==> src/rtl/wsched_pkg.sv <==
package wsched_pkg;

  // Index visited k steps after base in a ring of n slots.
  function automatic int ring_step(input int base, input int k, input int n);
    return (base + k) % n;
  endfunction

endpackage

==> src/rtl/wsched_sb_entry.sv <==
module wsched_sb_entry #(
  parameter int TAG_W  = 6,
  parameter int HOLD   = 7
) (
  input  logic             clk,
  input  logic             rst_n,
  input  logic             set,
  input  logic [TAG_W-1:0] dst,
  input  logic [TAG_W-1:0] src_a,
  input  logic [TAG_W-1:0] src_b,
  output logic             hazard
);
  localparam int CW = $clog2(HOLD + 1);

  logic [CW-1:0]    cnt_q, cnt_d;
  logic [TAG_W-1:0] tag_q;
  logic             busy;

  assign busy   = (cnt_q != '0);
  assign hazard = busy && ((src_a == tag_q) || (src_b == tag_q));

  always_comb begin
    cnt_d = cnt_q;
    if (set)       cnt_d = CW'(HOLD);
    else if (busy) cnt_d = cnt_q - CW'(1);
  end

  always_ff @(posedge clk or negedge rst_n) begin
    if (!rst_n) cnt_q <= '0;
    else        cnt_q <= cnt_d;
  end

  always_ff @(posedge clk or negedge rst_n) begin
    if (!rst_n)   tag_q <= '0;
    else if (set) tag_q <= dst;
  end
endmodule

==> src/rtl/wsched_rr_arb.sv <==
module wsched_rr_arb #(
  parameter int NUM_WAVES = 4,
  parameter int WID_W     = 2
) (
  input  logic [NUM_WAVES-1:0] req,
  input  logic [WID_W-1:0]     last,
  output logic                 gnt_valid,
  output logic [WID_W-1:0]     gnt_id
);
  import wsched_pkg::*;

  always_comb begin
    gnt_valid = 1'b0;
    gnt_id    = '0;
    for (int k = 1; k <= NUM_WAVES; k++) begin
      if (!gnt_valid && req[ring_step(int'(last), k, NUM_WAVES)]) begin
        gnt_valid = 1'b1;
        gnt_id    = WID_W'(ring_step(int'(last), k, NUM_WAVES));
      end
    end
  end
endmodule

==> src/rtl/wsched_beat_seq.sv <==
module wsched_beat_seq #(
  parameter int NUM_WAVES = 4,
  parameter int BEATS     = 4,
  parameter int WID_W     = 2,
  parameter int BEAT_W    = 2
) (
  input  logic              clk,
  input  logic              rst_n,
  input  logic              pick_valid,
  input  logic [WID_W-1:0]  pick_id,
  output logic              active,
  output logic [BEAT_W-1:0] beat,
  output logic [WID_W-1:0]  cur,
  output logic              take
);
  localparam logic [BEAT_W-1:0] LAST = BEAT_W'(BEATS - 1);

  logic              active_d;
  logic [BEAT_W-1:0] beat_d;
  logic              cur_en;

  assign take   = !active || (beat == LAST);
  assign cur_en = take && pick_valid;

  always_comb begin
    active_d = active;
    beat_d   = beat;
    if (take) begin
      active_d = pick_valid;
      beat_d   = '0;
    end else begin
      beat_d   = beat + BEAT_W'(1);
    end
  end

  always_ff @(posedge clk or negedge rst_n) begin
    if (!rst_n) begin
      active <= 1'b0;
      beat   <= '0;
    end else begin
      active <= active_d;
      beat   <= beat_d;
    end
  end

  // Reset to the top slot so the first search begins at slot 0.
  always_ff @(posedge clk or negedge rst_n) begin
    if (!rst_n)      cur <= WID_W'(NUM_WAVES - 1);
    else if (cur_en) cur <= pick_id;
  end
endmodule

==> src/rtl/wave_issue_sched.sv <==
module wave_issue_sched #(
  parameter int NUM_WAVES  = 4,
  parameter int TAG_W      = 6,
  parameter int WAVE_SIZE  = 64,
  parameter int SIMD_LANES = 16,
  parameter int RAW_LAT    = 4,
  parameter int CNT_W      = 16,
  localparam int BEATS     = WAVE_SIZE / SIMD_LANES,
  localparam int BEAT_W    = $clog2(BEATS),
  localparam int WID_W     = $clog2(NUM_WAVES),
  localparam int OCC_W     = $clog2(NUM_WAVES + 1)
) (
  input  logic                       clk,
  input  logic                       rst_n,
  input  logic [NUM_WAVES-1:0]       wave_valid,
  input  logic [NUM_WAVES-1:0]       inst_ready,
  input  logic [NUM_WAVES*TAG_W-1:0] src_a_tags,
  input  logic [NUM_WAVES*TAG_W-1:0] src_b_tags,
  input  logic [NUM_WAVES*TAG_W-1:0] dst_tags,
  input  logic [OCC_W-1:0]           occ_limit,
  output logic                       issue_valid,
  output logic                       issue_start,
  output logic [WID_W-1:0]           issue_wave,
  output logic [BEAT_W-1:0]          issue_beat,
  output logic [BEATS-1:0]           lane_grp,
  output logic                       bubble,
  output logic [CNT_W-1:0]           stall_count
);
  // Hazard window counted from the cycle after the pick: the remaining
  // beats of the producer plus the fixed result latency.
  localparam int HOLD = BEATS - 1 + RAW_LAT;

  logic [NUM_WAVES-1:0] hazard;
  logic [NUM_WAVES-1:0] eligible;
  logic                 pick_valid;
  logic [WID_W-1:0]     pick_id;
  logic                 active;
  logic [BEAT_W-1:0]    beat;
  logic [WID_W-1:0]     cur;
  logic                 take;
  logic [CNT_W-1:0]     stall_d;
  logic                 stall_en;

  for (genvar w = 0; w < NUM_WAVES; w++) begin : g_wave
    localparam logic [OCC_W-1:0] SLOT = OCC_W'(w);
    logic set_w;

    assign set_w = take && pick_valid && (pick_id == WID_W'(w));

    wsched_sb_entry #(
      .TAG_W (TAG_W),
      .HOLD  (HOLD)
    ) u_sb (
      .clk    (clk),
      .rst_n  (rst_n),
      .set    (set_w),
      .dst    (dst_tags[w*TAG_W +: TAG_W]),
      .src_a  (src_a_tags[w*TAG_W +: TAG_W]),
      .src_b  (src_b_tags[w*TAG_W +: TAG_W]),
      .hazard (hazard[w])
    );

    assign eligible[w] = wave_valid[w] && inst_ready[w] &&
                         (SLOT < occ_limit) && !hazard[w];
  end

  wsched_rr_arb #(
    .NUM_WAVES (NUM_WAVES),
    .WID_W     (WID_W)
  ) u_arb (
    .req       (eligible),
    .last      (cur),
    .gnt_valid (pick_valid),
    .gnt_id    (pick_id)
  );

  wsched_beat_seq #(
    .NUM_WAVES (NUM_WAVES),
    .BEATS     (BEATS),
    .WID_W     (WID_W),
    .BEAT_W    (BEAT_W)
  ) u_seq (
    .clk        (clk),
    .rst_n      (rst_n),
    .pick_valid (pick_valid),
    .pick_id    (pick_id),
    .active     (active),
    .beat       (beat),
    .cur        (cur),
    .take       (take)
  );

  assign issue_valid = active;
  assign issue_start = active && (beat == '0);
  assign issue_wave  = cur;
  assign issue_beat  = beat;
  assign bubble      = !active;

  always_comb begin
    lane_grp = '0;
    if (active) lane_grp[beat] = 1'b1;
  end

  assign stall_en = bubble && (stall_count != '1);
  assign stall_d  = stall_count + CNT_W'(1);

  always_ff @(posedge clk or negedge rst_n) begin
    if (!rst_n)        stall_count <= '0;
    else if (stall_en) stall_count <= stall_d;
  end
endmodule

==> config.mk <==
export PLATFORM = sky130hd
export DESIGN_NAME = wave_issue_sched
export DESIGN_NICKNAME = d
export VERILOG_FILES = /design/src/rtl/wsched_pkg.sv /design/src/rtl/wsched_sb_entry.sv /design/src/rtl/wsched_rr_arb.sv /design/src/rtl/wsched_beat_seq.sv /design/src/rtl/wave_issue_sched.sv
export SDC_FILE = /design/constraint.sdc
export NUM_CORES = 1
export LEC_CHECK = 0
export ABC_AREA = 1
export BUFFER_PORTS_ARGS = -buffer_cell sky130_fd_sc_hd__buf_4
export CORE_MARGIN = 1
export CORE_UTILIZATION = 48
export DETAILED_ROUTE_END_ITERATION = 10
export HOLD_SLACK_MARGIN = 0.1
export PLACE_DENSITY = 0.75
export SLEW_MARGIN = 5
export SYNTH_ARGS = -nofsm -noshare
export SYNTH_HDL_FRONTEND = slang
export SYNTH_HIERARCHICAL = 1
export SYNTH_SLANG_ARGS = --single-unit
==> constraint.sdc <==
create_clock -name clk -period 2.26 [get_ports clk]
set_input_delay 0.226 -clock clk [delete_from_list [all_inputs] [get_ports clk]]
set_output_delay 0.226 -clock clk [all_outputs]
set_load 0.02 [all_outputs]
# Yosys cells after proc, flatten, opt, wreduce, memory -nomap -nowiden

Index checks and enable logic that the tools add are counted.

Output and inout bits: 27
Register bits: 57
Word-level logic and storage cells: 135
Input bits: 85

Multiplexer cells: 32
Reductions and logical operators: 54
Add/subtract/negate cells: 10
Bitwise gates (word level): 4
Equality and inequality tests: 13
$lt $le $gt $ge: 10

Operators with widths:

| kind                    | count |
|---|---|
| $eq A6 B6 Y1            | 8 |
| $logic_and A1 B1 Y1     | 27 |
| $mux W3                 | 8 |
| $add A16 B1 Y16 const B | 1 |
| $lt A3 B4 Y1 const B    | 4 |
| $ne A16 B16 Y1 const B  | 1 |
| $mux W1                 | 13 |
| $reduce_bool A3 Y1      | 4 |
| $sub A3 B1 Y3 const B   | 4 |
| $mux W2                 | 5 |
| $bmux W1 S2             | 4 |
| $logic_not A1 Y1        | 8 |
| $reduce_bool A2 Y1      | 4 |
| $reduce_or A2 Y1        | 4 |
| $add A2 B1 Y2 const B   | 3 |
| $eq A2 B2 Y1 const B    | 3 |
| $lt A1 B3 Y1 const A    | 2 |
| $lt A2 B3 Y1 const A    | 2 |
| $logic_or A1 B1 Y1      | 5 |
| $add A2 B2 Y2 const B   | 2 |
| $and A1 B1 Y1 const A   | 4 |
| $logic_not A2 Y1        | 2 |
| $mux W4                 | 1 |
| $lt A2 B3 Y1 const B    | 1 |
| 3 further kinds         | 3 |

# Depth between registers and ports, before layout

Gate-level depths: netlist (run 1).

Depth after elaboration: 21
Mapped depth: 21
Mapped depth without buffers: 20

# Hierarchy

The synthesis (run 1) kept the hierarchy.

Modules (own cells, without submodules):

| module           | cells each | seq. area each (um2) | times used | area an instance (um2) |
|---|---|---|---|---|
| wsched_sb_entry  | 97         | 225.2                | 4          | 618.1 |
| wave_issue_sched | 176        | 400.4                | 1          | 1164.9 |
| wsched_rr_arb    | 49         | 0.0                  | 1          | 290.3 |
| wsched_beat_seq  | 19         | 127.6                | 1          | 206.4 |

# Worst setup path before layout (run 1)

No wires, ideal clock.

Kind: register -> register
Start: register g_wave[2].u_sb.cnt_q[0]
End: register g_wave[2].u_sb.tag_q[2]
Arrival: 2.297 ns
Data required time: 2.132 ns
Setup time: 0.128 ns
Buffers on the path: 1
Slack: -0.165 ns
Period minus slack after synthesis: 2.425 ns
Stages on the path, launching flop included: 17
Cells stage by stage: dfrtp_1 inv_1 ha_1 nand2_1 inv_1 a21oi_2 nor3_1 nand2_1 nand2_4 nand2_4 nand2_4 nor2_1 a21oi_1 nand3_1 nor3_1 buf_2 o21ai_0

Cells in the longest elaborated chain, start to end: 19
Elaborated cells on any way between the ends: 33
Classes of those cells: 1 x eq/ne; 20 x mux; 12 x reduce/logical

RTL lines:

| what                                        | RTL line               | source |
|---|---|---|
| from (decl)                                 | wsched_sb_entry.sv:15  | `logic [CW-1:0] cnt_q, cnt_d;` |
| from (signal assigned)                      | wsched_sb_entry.sv:30  | `else cnt_q <= cnt_d;` |
| $reduce_bool A3 Y1 (*)                      | wsched_sb_entry.sv:19  | `assign busy = (cnt_q != '0);` |
| $logic_and A1 B1 Y1 (*)                     | wsched_sb_entry.sv:20  | `assign hazard = busy && ((src_a == tag_q) \|\| (src_b == tag_q));` |
| named net hazard[2]                         | wave_issue_sched.sv:33 | `logic [NUM_WAVES-1:0] hazard;` |
| $logic_not A1 Y1 (*)                        | wave_issue_sched.sv:64 | `(SLOT < occ_limit) && !hazard[w];` |
| $logic_and A1 B1 Y1 (*)                     | wave_issue_sched.sv:64 |  |
| named net eligible[2]                       | wave_issue_sched.sv:34 | `logic [NUM_WAVES-1:0] eligible;` |
| $bmux W1 S2                                 | wsched_rr_arb.sv:16    | `if (!gnt_valid && req[ring_step(int'(last), k, NUM_WAVES)]) begin` |
| $mux W1 (not written as such) (2 in series) | wsched_rr_arb.sv:16    |  |
| [... 6 more ...]                            | -                      |  |
| $mux W1                                     | wsched_rr_arb.sv:16    |  |
| $logic_not A1 Y1                            | wsched_rr_arb.sv:16    |  |
| $logic_and A1 B1 Y1                         | wsched_rr_arb.sv:16    |  |
| $mux W2 (*)                                 | wsched_rr_arb.sv:16    |  |
| named net pick_id[0]                        | wave_issue_sched.sv:36 | `logic [WID_W-1:0] pick_id;` |
| $eq A2 B2 Y1 (*)                            | wave_issue_sched.sv:48 | `assign set_w = take && pick_valid && (pick_id == WID_W'(w));` |
| $logic_and A1 B1 Y1 (*)                     | wave_issue_sched.sv:48 |  |
| named net g_wave[2].set_w                   | wave_issue_sched.sv:46 | `logic set_w;` |
| to (signal assigned)                        | wsched_sb_entry.sv:35  | `else if (set) tag_q <= dst;` |
| to (decl)                                   | wsched_sb_entry.sv:16  | `logic [TAG_W-1:0] tag_q;` |

The timed path passes the listed nets; every way through them passes the cells marked *. The select of a mux whose other input is x is not followed.
A chain may end at the register's enable or synchronous reset.

# Worst setup path in the final report (run 1)

Start: register g_wave[0].u_sb.tag_q[0]
End: register g_wave[3].u_sb.tag_q[1]

Cells in the longest elaborated chain, start to end: 20
Elaborated cells on any way between the ends: 35
Classes of those cells: 3 x eq/ne; 20 x mux; 12 x reduce/logical

RTL lines:

| what                      | RTL line |
|---|---|
| from (decl)               | wsched_sb_entry.sv:16 |
| from (signal assigned)    | wsched_sb_entry.sv:35 |
| $eq A6 B6 Y1              | wsched_sb_entry.sv:20 |
| $logic_or A1 B1 Y1 (*)    | wsched_sb_entry.sv:20 |
| $logic_and A1 B1 Y1 (*)   | wsched_sb_entry.sv:20 |
| named net hazard[0]       | wave_issue_sched.sv:33 |
| $logic_not A1 Y1 (*)      | wave_issue_sched.sv:64 |
| $logic_and A1 B1 Y1 (*)   | wave_issue_sched.sv:64 |
| named net eligible[0]     | wave_issue_sched.sv:34 |
| $bmux W1 S2               | wsched_rr_arb.sv:16 |
| [... 8 more ...]          | - |
| $mux W1                   | wsched_rr_arb.sv:16 |
| $logic_not A1 Y1          | wsched_rr_arb.sv:16 |
| $logic_and A1 B1 Y1       | wsched_rr_arb.sv:16 |
| $mux W2 (*)               | wsched_rr_arb.sv:16 |
| named net pick_id[0]      | wave_issue_sched.sv:36 |
| $eq A2 B2 Y1 (*)          | wave_issue_sched.sv:48 |
| $logic_and A1 B1 Y1 (*)   | wave_issue_sched.sv:48 |
| named net g_wave[3].set_w | wave_issue_sched.sv:46 |
| to (signal assigned)      | wsched_sb_entry.sv:35 |
| to (decl)                 | wsched_sb_entry.sv:16 |

Marked as above.

==> impl_metrics.ini, run 1 <==
[floorplan]
die-area_um2 = 8990
io_pins = 112
rows = 33
core_region_area_um2 = 8260
start_util_pct = 50.1
die_w_um = 94.8
die_h_um = 94.8

[synth]
netlist_area_um2 = 4130
synthDistinctLibCells = 31
yosysTopAreaCell = dfrtp_1
ys_warn_count = 6
syn_nets = 727
synth_area_per_cell_um2 = 6.54
synth-seq-area-share_pct = 34.6
async_flop_share_pct = 100
synth_top_cells_by_area = dfrtp_1, nand2_1, inv_1
yosysTopAreaCellShare_pct = 33.3
synth_cells = 632
yosys_register_bits = 57
synth_edf_count = 0
synthFlopType = dfrtp_1

[power]
leakage_uw = 0.00322
irDropWorstVdd_v = 0.000525
p_per_area_nw_per_um2 = 1080

[setup_path]
timing.rr.end = g_wave[3].u_sb/tag_q[1]
worst_setup_path_end_kind = flip-flop
path_class = flip-flop to flip-flop
critPathLaunchType = flip-flop
ff2ff_path_depth = 18
arrival_ps = 2740
cp_max_fo = 7
crit_required_ps = 2470
rrSetupSlack_ps = -280
r2r_start = g_wave[0].u_sb/tag_q[0]

[drt]
vias = 4226
drt-pass1-iter-count = 4
ant_nets = 0
wirelength_mm = 10.0
routedWlPerCell_um = 11.1
avgViaCountPerCell = 4.70
drtIter0Drc = 181
drc = 0

[worst_hold_path]
hold_path.class = input pin to flip-flop
holdPathStages = 3
min_to = g_wave[3].u_sb/tag_q[4]
hold_start = dst_tags[22]

[clock_tree]
htree_levels = 3
cts_root_buffer = clkbuf_8
clkLatencyLatePin_ps = 340
clock-sinks = 57
path_clk_slew_ps = 70
cts_tree = yes
cts_made_buffers = 9
clockBufferDepth = 2

[cells_and_area]
nNetsFinal = 885
drive_gt1_share_pct = 31.9
antenna_cells = 0
fin_util_pct = 69.2
area_delta_synth_final_pct = 38.2

[sta]
final.setup.worst_slack_ps = -277
rsz0062_at_grt = yes
slew_viol_final = 0
tightest_slew_ps = 732
clock_skew_ps = 10.6
period_share_pct = 112
period_minus_slack_ps = 2540
slew_headroom_pct = 51.2
hold_ws_ps = 115
final_hold_viol_count = 0
setup_viol = 37
fmax_mhz = 394

[flow_run]
cap_violations = 0

[grt]
grt_pass1_wl_mm = 16.8
grtUsageTotal_pct = 23.5
grt_max_degree = 58
first_global_vias = 4192
antenna_found_initial = 0
grt-ovfl-total = 0

[place]
io_buffers = 111
hpwl_mm = 7.64
gp_congestion = 0.851

[status]
violations = negative setup slack
status = complete, but fails checks
[cells in the mapped netlist, drive strengths merged, types with 2 or more instances]
master / instances
dfrtp: 55
inv: 120
nor2: 47
nand4: 10
nand3b: 2
nand3: 31
buf: 6
a21oi: 7
xnor2: 8
o211ai: 4
o21ai: 33
nand2: 278
nor3: 11
xor2: 4
dfstp: 2
ha: 10
[stage by stage]
step	power, uW	std cells	area [um^2]	setup slack [ps]	TNS (ps)
after floorplan	3980	632	4190	-9.50	-38.0
after global placement	4860	862	5250	-158	-3840
after detailed placement	5020	862	5250	-231	-7010
after CTS	6130	897	5680	-220	-6230
after global routing	6740	899	5710	-496	-15870
final	6160	899	5710	-277	-7910
[worst max-delay path: stages, from the launching register on]
cell	delay, ps
dfrtp_1	410
xor2_1	170
nor2_1	120
nand3_1	100
a21oi_2	150
nor2_1	70
o31ai_1	60
inv_1	100
nand2_2	90
nand2_2	50
nand2_1	70
nand2_2	70
nor2_4	140
nand3b_1	120
nand3_2	140
inv_2	70
nor3_4	200
buf_6	160
o21ai_0	100
[sequential cells by signal (all words and copies together) (netlist names)]
name and count:
u_seq/beat 2, u_seq/cur 2, stall_count 16, u_seq/active 1
g_wave.u_sb/cnt_q 12, g_wave.u_sb/tag_q 24
[power breakdown]
| group | internal [uW] | switching (uW) |
|---|---|---|
| clock network | 542 | 415 |
| registers | 1460 | 403 |
| logic | 1430 | 1920 |
| total | 3430 | 2730 |
[layout make-up]
| type | instances | area, um^2 |
|---|---|---|
| Clock buffer | 14 | 193 |
| Clock inverter | 1 | 7.51 |
| Fill cell | 703 | 2550 |
| Inverter | 120 | 458 |
| Multi-Input combinational cell | 449 | 2280 |
| Sequential cell | 57 | 1430 |
| Tap cell | 105 | 131 |
| Timing Repair Buffer | 153 | 1210 |
[kinds of logic after synthesis]
group	synth area share, %
buffers and inverters	12.0
DFF	34.6
AOI/OAI and AO/OA	6.48
xor gates and xnor gates	2.54
adders and majority gates	3.03
and+or+nand+nor	41.4
[cells in the final DEF, fill, tap and decap left out, drive strengths merged]
cell         netlist  layout
buf                6     133
xnor2              8       8
xor2               4       4
clkinvlp           0       1
a21o               1       1
nand3b             2       2
nand4             10      10
o21ai             33      33
ha                10      10
nand3             31      31
dfstp              2       2
nor3              11      11
and2b              1       1
o211ai             4       4
nand2            278     278
o31ai              1       1
dlygate4sd3        0      20
o21a               1       1
nor2              47      47
dfrtp             55      55
a21oi              7       7
inv              120     120
clkbuf             0      14
[worst max path at each step]
stage | start | to | slack, ps
global route | g_wave[0].u_sb/tag_q[4] | g_wave[3].u_sb/cnt_q[1] | -500
floorplan | g_wave[2].u_sb/cnt_q[0] | g_wave[2].u_sb/tag_q[2] | -9
CTS | g_wave[0].u_sb/tag_q[0] | g_wave[3].u_sb/tag_q[1] | -220
global placement | g_wave[2].u_sb/tag_q[5] | g_wave[2].u_sb/cnt_q[1] | -160
finish | g_wave[0].u_sb/tag_q[0] | g_wave[3].u_sb/tag_q[1] | -280
detailed placement | g_wave[0].u_sb/tag_q[0] | g_wave[3].u_sb/tag_q[1] | -230
[what timing repair did]
item                                    4_1_cts  5_1_grt
setup buffers                                 0        1
endpoints found under the setup margin       36       39
resized for setup                            34        9
hold buffers                                 20        0
gates cloned                                  0        1
hold endpoints to repair                     74        0
pin swaps                                     0        6
[routing by layer]
metal / global-route usage (%) / vias up / routed length (um)
li1: - / 2224 / -
met1: 26.0 / 1905 / 4260
met2: 44.4 / 86 / 5270
met3: 5.23 / 11 / 345
met4: 7.20 / 0 / 130
met5: 0 / - / 0
No activity file was read; power rests on OpenSTA's default activity.
==> inputs of run 2 (changes only) <==
--- a/config.mk
+++ b/config.mk
@@ -8,10 +8,10 @@
 export ABC_AREA = 1
 export BUFFER_PORTS_ARGS = -buffer_cell sky130_fd_sc_hd__buf_4
 export CORE_MARGIN = 1
-export CORE_UTILIZATION = 48
+export CORE_UTILIZATION = 55
 export DETAILED_ROUTE_END_ITERATION = 10
 export HOLD_SLACK_MARGIN = 0.1
-export PLACE_DENSITY = 0.75
+export PLACE_DENSITY = 0.81
 export SLEW_MARGIN = 5
 export SYNTH_ARGS = -nofsm -noshare
 export SYNTH_HDL_FRONTEND = slang
==> constraint.sdc (replaced) <==
create_clock -name clk -period 3.19 [get_ports clk]
set_input_delay 0.319 -clock clk [delete_from_list [all_inputs] [get_ports clk]]
set_output_delay 0.319 -clock clk [all_outputs]
set_load 0.02 [all_outputs]
==> run 2 against run 1 <==
Compared with the run above: the run now ends clean; utilization up 3.6 points; count of clock-buffer cells in the layout down 1; hold slack better by 78 ps; combinational power down 40%; sequential power down 28%; global-route usage up 2.8 points; non-clock buffer count down 37; critical path type unchanged; largest cell class unchanged.
==> impl_metrics.ini, run 2 (synthesis results as in run 1) <==
[setup_path]
rrSetupSlack_ps = 480
path_buf_inv = 4
timing.rr.end = g_wave[0].u_sb/cnt_q[1]
cp_top_family = simple AND/OR/NAND/NOR gates
cpPeakStageDelay_ps = 380
r2r_start = g_wave[2].u_sb/cnt_q[0]
crit_slowest_cell = dfrtp_1
ff2ff_path_depth = 17
setup.worst_path.end = g_wave[0].u_sb/cnt_q[1]
setup.worst_path.start = g_wave[2].u_sb/cnt_q[0]
crit_required_ps = 3440
crit_cells = 17
path_class = flip-flop to flip-flop
worstPathCellList = inv_1 > ha_1 > nand2_1 > inv_1 > a21oi_2 > nor3_1 > nand2_1 > nand2_4 > nand2_4 > nand2_4 > nor2_4 > nand4_1 > nand2_1 > nor3_1 > buf_4 > inv_1 > o211ai_1
cp_max_fo = 13
arrival_ps = 2960
worst_setup_path_end_kind = flip-flop
critPathLaunchType = flip-flop

[clock_tree]
cts.repair.resized = 0
cts_made_buffers = 9
clock-sinks = 57
cts_tree = yes
clockBufferDepth = 2
clkLatencyLatePin_ps = 330
htree_levels = 3
path_clk_slew_ps = 70
cts_root_buffer = clkbuf_8

[grt]
use_met1_pct = 31.2
met2_usage_pct = 48.6
grtUsageTotal_pct = 26.4
grt_max_degree = 58
grt-ovfl-total = 0
antenna_found_initial = 0
grt_pass1_wl_mm = 16.2
met3_usage_pct = 3.26
busiest_layer = met2
first_global_vias = 3973

[cells_and_area]
final_common_cell = nand2_1
top_register = g_wave.u_sb/tag_q
top_regs = g_wave.u_sb/tag_q: 24 flops, stall_count: 16 flops, g_wave.u_sb/cnt_q: 12 flops
antenna_cells = 0
fillers = 633
nNetsFinal = 848
largest_reg_flops = 24
layout_common_cells = nand2_1, buf_4, inv_1, dfrtp_1
final_area_um2 = 5280
drive_gt1_share_pct = 27.0
area_delta_synth_final_pct = 27.8

[power]
p_per_area_nw_per_um2 = 760
leakage_uw = 0.00301
irDropWorstVdd_v = 0.000377

[sta]
period_minus_slack_ps = 2710
tns_ps = 0
clock_skew_ps = 8.68
slew_viol_final = 0
setup_viol = 0
hold_ws_ps = 193
final_hold_viol_count = 0
tightest_slew_ps = 750
rsz0062_at_grt = no
slew_headroom_pct = 50.0
fmax_mhz = 369
period_share_pct = 85.0

[drt]
ant_nets = 0
drtIter0Drc = 197
vias = 4157
avgViaCountPerCell = 4.85
wirelength_mm = 9.54
drc = 0
drt-pass1-iter-count = 4
routedWlPerCell_um = 11.1

[floorplan]
io_pins = 112
die_h_um = 88.7
start_util_pct = 57.0
core_region_area_um2 = 7250
die-area_um2 = 7870
rows = 31
die_w_um = 88.7

[place]
hpwl_mm = 7.43
io_buffers = 111
dpl_cell_area_um2 = 5080
gp_congestion = 0.809

[worst_hold_path]
holdPathStages = 3
hold_path.class = input pin to flip-flop

[status]
status = completed

[flow_run]
cap_violations = 0
[run 2: cell count changes in the layout (fill, tap and decap cells not counted), moves of 12 or more]
cell and delta:
inv_2 -12, o21ai_1 -17, o21ai_0 +19, inv_1 +13, dlygate4sd3_1 -19, buf_4 -14
[run 2: final cells by class]
| type | instances | area [um^2] | share of cell area [%] |
|---|---|---|---|
| multi-input cells | 449 | 2210 | 41.9 |
| flip-flops and latches | 57 | 1430 | 27.1 |
| repair buffers | 116 | 873 | 16.5 |
| clock inverters | 3 | 40.0 | 0.758 |
| clock buffers | 13 | 149 | 2.82 |
| well taps | 99 | 124 | 2.35 |
| inverters | 120 | 455 | 8.62 |
[run 2: report_power, final]
part / leakage [uW] / switching, uW / internal (uW)
Sequential: 0.000699 / 292 / 1040
Clock: 0.0000974 / 289 / 381
Combinational: 0.00222 / 1220 / 794
[run 2: per-stage QoR]
stage | util (%) | power (uW) | instances | setup slack (ps)
floorplan | - | 2760 | 632 | 765
global placement | 70.1 | 3240 | 840 | 583
detailed placement | 70.1 | 3360 | 840 | 472
CTS | 72.8 | 4040 | 857 | 460
global route | 72.8 | 4390 | 857 | 183
finish | 72.8 | 4010 | 857 | 477
[run 2: worst min path at each step]
stage / slack, ps / from / to
2_1_floorplan: 20 / rst_n / g_wave[0].u_sb/cnt_q[0]
3_3_place_gp: 440 / rst_n / g_wave[0].u_sb/tag_q[2]
3_5_place_dp: 430 / rst_n / g_wave[0].u_sb/tag_q[4]
4_1_cts: 190 / dst_tags[8] / g_wave[1].u_sb/tag_q[2]
5_1_grt: 200 / dst_tags[5] / g_wave[0].u_sb/tag_q[5]
6_report: 190 / dst_tags[8] / g_wave[1].u_sb/tag_q[2]
[run 2: repair_timing]
item / in CTS / in global routing
hold buffers: 1 / 0
setup buffers: 0 / 0
endpoints found under the hold margin: 55 / 0
[run 2: per-layer routing]
| metal | up-vias | routed length, um |
|---|---|---|
| met2 | 97 | 4930 |
| met1 | 1890 | 4080 |
| met4 | 0 | 181 |
| met3 | 15 | 345 |
| met5 | - | 0 |
| li1 | 2155 | - |
[run 2: tightest hold or removal path, stage by stage]
cell and delay (ps):
buf_4 70, nand2_1 40, o21ai_0 50
==> inputs of run 3 (changes only) <==
--- a/config.mk
+++ b/config.mk
@@ -5,13 +5,12 @@
 export SDC_FILE = /design/constraint.sdc
 export NUM_CORES = 1
 export LEC_CHECK = 0
-export ABC_AREA = 1
 export BUFFER_PORTS_ARGS = -buffer_cell sky130_fd_sc_hd__buf_4
 export CORE_MARGIN = 1
 export CORE_UTILIZATION = 55
 export DETAILED_ROUTE_END_ITERATION = 10
 export HOLD_SLACK_MARGIN = 0.1
-export PLACE_DENSITY = 0.81
+export PLACE_DENSITY = 0.84
 export SLEW_MARGIN = 5
 export SYNTH_ARGS = -nofsm -noshare
 export SYNTH_HDL_FRONTEND = slang
==> run 3 against run 2 <==
Compared with the run above: hold slack gained 21 ps; count of clock-buffer cells in the layout shrank 2; utilization grew 4.0 points; flip-flop and latch count is the same; largest power group unchanged; combinational power shrank 24%; highest routed layer unchanged.
==> impl_metrics.ini, run 3 <==
[synth]
yosysTopAreaCell = dfrtp_1
synthFlopType = dfrtp_1
synthDistinctLibCells = 48
yosysMostFrequentCell = xnor2_1
synth_common_cells = xnor2_1, dfrtp_1, mux2_2
synth-seq-area-share_pct = 42.2
ys_warn_count = 6
netlist_area_um2 = 3390
async_flop_share_pct = 100
yosys_register_bits = 57
syn_nets = 405
synth_top_cells_by_area = dfrtp_1, xnor2_1, mux2_2
synth_edf_count = 0
synth_mux_area_share_pct = 10.8
synth-compound-area-share_pct = 8.06
synth_area_per_cell_um2 = 10.9
synth_cells = 310
synthSimpleGateAreaFrac_pct = 16.8
synth_top_family_by_area = simple AND/OR/NAND/NOR gates
yosysTopAreaCellShare_pct = 40.7
synthAdderAreaFrac_pct = 3.70
synthXorXnorAreaFrac_pct = 15.5

[drt]
wirelength_mm = 7.47
routedWlPerCell_um = 14.6
vias = 2717
avgViaCountPerCell = 5.32
drtIter0Drc = 116
drc = 0
drt-pass1-iter-count = 4
ant_nets = 0

[cells_and_area]
top_register = g_wave.u_sb/tag_q
nNetsFinal = 526
fillers = 417
drive_gt1_share_pct = 40.6
layout_common_cells = buf_4, xnor2_1, dfrtp_1, mux2_2, inv_1
final_common_cell = buf_4
top_regs = g_wave.u_sb/tag_q: 24 flops, stall_count: 16 flops, g_wave.u_sb/cnt_q: 12 flops
largest_reg_flops = 24
area_delta_synth_final_pct = 34.3
antenna_cells = 0

[clock_tree]
path_clk_slew_ps = 70
cts_made_buffers = 9
cts_root_buffer = clkbuf_8
clock-sinks = 57
clockBufferDepth = 2
cts_setup_buffers = 0
cts_tree = yes
htree_levels = 3
clkLatencyLatePin_ps = 330

[sta]
clock_skew_ps = 5.18
period_minus_slack_ps = 2940
tns_ps = 0
final_hold_viol_count = 0
period_share_pct = 92.1
rsz0062_at_grt = no
setup_viol = 0
fmax_mhz = 340
hold_ws_ps = 213
slew_viol_final = 0
slew_headroom_pct = 52.2
tightest_slew_ps = 718

[grt]
first_global_vias = 2780
grt_max_degree = 58
antenna_found_initial = 0
grt_pass1_wl_mm = 12.2
grt-ovfl-total = 0
grtUsageTotal_pct = 25.0

[place]
gp_congestion = 0.841
io_buffers = 111
hpwl_mm = 5.65

[setup_path]
r2r_start = g_wave[2].u_sb/cnt_q[0]
setup.worst_path.end = g_wave[2].u_sb/tag_q[5]
arrival_ps = 3150
cp_max_fo = 9
ff2ff_path_depth = 11
cpPeakStageDelay_ps = 540
crit_slowest_cell = nor2_1
timing.rr.end = g_wave[2].u_sb/tag_q[5]
worstPathCellList = inv_1 > ha_1 > nand2b_4 > nand4_1 > o22ai_1 > nor3_1 > and2b_1 > a21oi_2 > o221ai_2 > nor2_1 > mux2_2
critPathLaunchType = flip-flop
crit_cells = 11
setup.worst_path.start = g_wave[2].u_sb/cnt_q[0]
crit_required_ps = 3400
path_class = flip-flop to flip-flop
cp_top_family = simple AND/OR/NAND/NOR gates
worst_setup_path_end_kind = flip-flop
path_buf_inv = 1
rrSetupSlack_ps = 250

[floorplan]
start_util_pct = 57.2
rows = 28
die_w_um = 80.5
io_pins = 112
die_h_um = 80.5
core_region_area_um2 = 5920
die-area_um2 = 6470

[flow_run]
cap_violations = 0

[power]
leakage_uw = 0.00211
switchingPower_uw = 1290
irDropWorstVdd_v = 0.000644
clkPwrFrac_pct = 21.2
internal_power_uw = 2350
seq_power_share_pct = 36.3
p_per_area_nw_per_um2 = 799
p_comb_share_pct = 42.5
switching_share_pct = 35.5

[status]
status = completed

[worst_hold_path]
hold_path.class = input pin to flip-flop
## run 3: changes by cell type after synthesis, moves of 8 or more
cell      previous run  this run
nand3_1             31        12
nand2b_1             0         8
inv_2               18         0
inv_1              101        19
nand2_4              9         1
nor2_2              12         0
xnor2_1              8        56
a21oi_1              3        11
o21ai_0             30         1
nand2_2             26         0
nor2_1              31        13
mux2_2               0        24
nand2_1            243         8
## run 3: what timing repair did
item,4_1_cts,5_1_grt
hold buffers,1,0
endpoints found under the hold margin,55,0
resized for setup,0,0
## run 3: worst min path at each step
stage | start | end | slack, ps | depth (start not counted)
3_3_place_gp | rst_n | g_wave[0].u_sb/tag_q[1] | 430 | 1
6_report | dst_tags[19] | g_wave[3].u_sb/tag_q[1] | 210 | 2
5_1_grt | dst_tags[6] | g_wave[1].u_sb/tag_q[0] | 200 | 2
3_5_place_dp | rst_n | g_wave[0].u_sb/tag_q[1] | 420 | 1
4_1_cts | dst_tags[2] | g_wave[0].u_sb/tag_q[2] | 200 | 2
2_1_floorplan | rst_n | g_wave[0].u_sb/cnt_q[0] | 20 | 0
## run 3: area by class of cell
| class | instances | area (um^2) | area share, % |
|---|---|---|---|
| multi-input combinational | 229 | 1860 | 40.9 |
| sequential | 57 | 1430 | 31.4 |
| timing repair buffer | 115 | 866 | 19.0 |
| inverter | 19 | 71.3 | 1.57 |
| clock buffer | 11 | 151 | 3.33 |
| clock inverter | 5 | 77.6 | 1.71 |
| tap | 75 | 93.8 | 2.06 |
## run 3: layer usage
metal  part of all wire, %  global-route usage [%]  routed length [um]  vias to the layer above
li1                      -                       -                   -                     1331
met1                    42                    29.3                3140                     1283
met2                    51                    44.0                3810                       93
met3                   5.3                    4.89                 398                       10
met4                   1.6                    11.1                 117                        0
met5                     0                       0                   0                        -
## run 3: cells by family (layout without fill, tap and decap cells)
| group | after synthesis | count (layout) |
|---|---|---|
| flip-flops | 57 | 57 |
| buffers and inverters | 24 | 150 |
| multiplexers | 32 | 32 |
| XOR/XNOR | 60 | 60 |
| AND/OR/NAND/NOR | 90 | 90 |
| AO/OA/AOI/OAI | 37 | 37 |
| adder cells (fa/ha/maj) | 10 | 10 |
## run 3: per-stage QoR
step	cells	area [um^2]	util [%]	setup slack (ps)	power, uW
after floorplan	310	3390	-	753	2400
after global placement	494	4310	72.8	379	2800
after detailed placement	494	4310	72.8	281	2870
after CTS	511	4550	76.8	255	3660
after global routing	511	4550	76.8	65.0	3890
final	511	4550	76.8	252	3630
## run 3: power groups by stage
stage	clock network (uW)	registers, uW	logic, uW
after global routing	818	1360	1700
after detailed placement	0	1330	1540
after CTS	787	1320	1560
final	772	1320	1540
after global placement	0	1310	1480
after floorplan	0	1330	1070
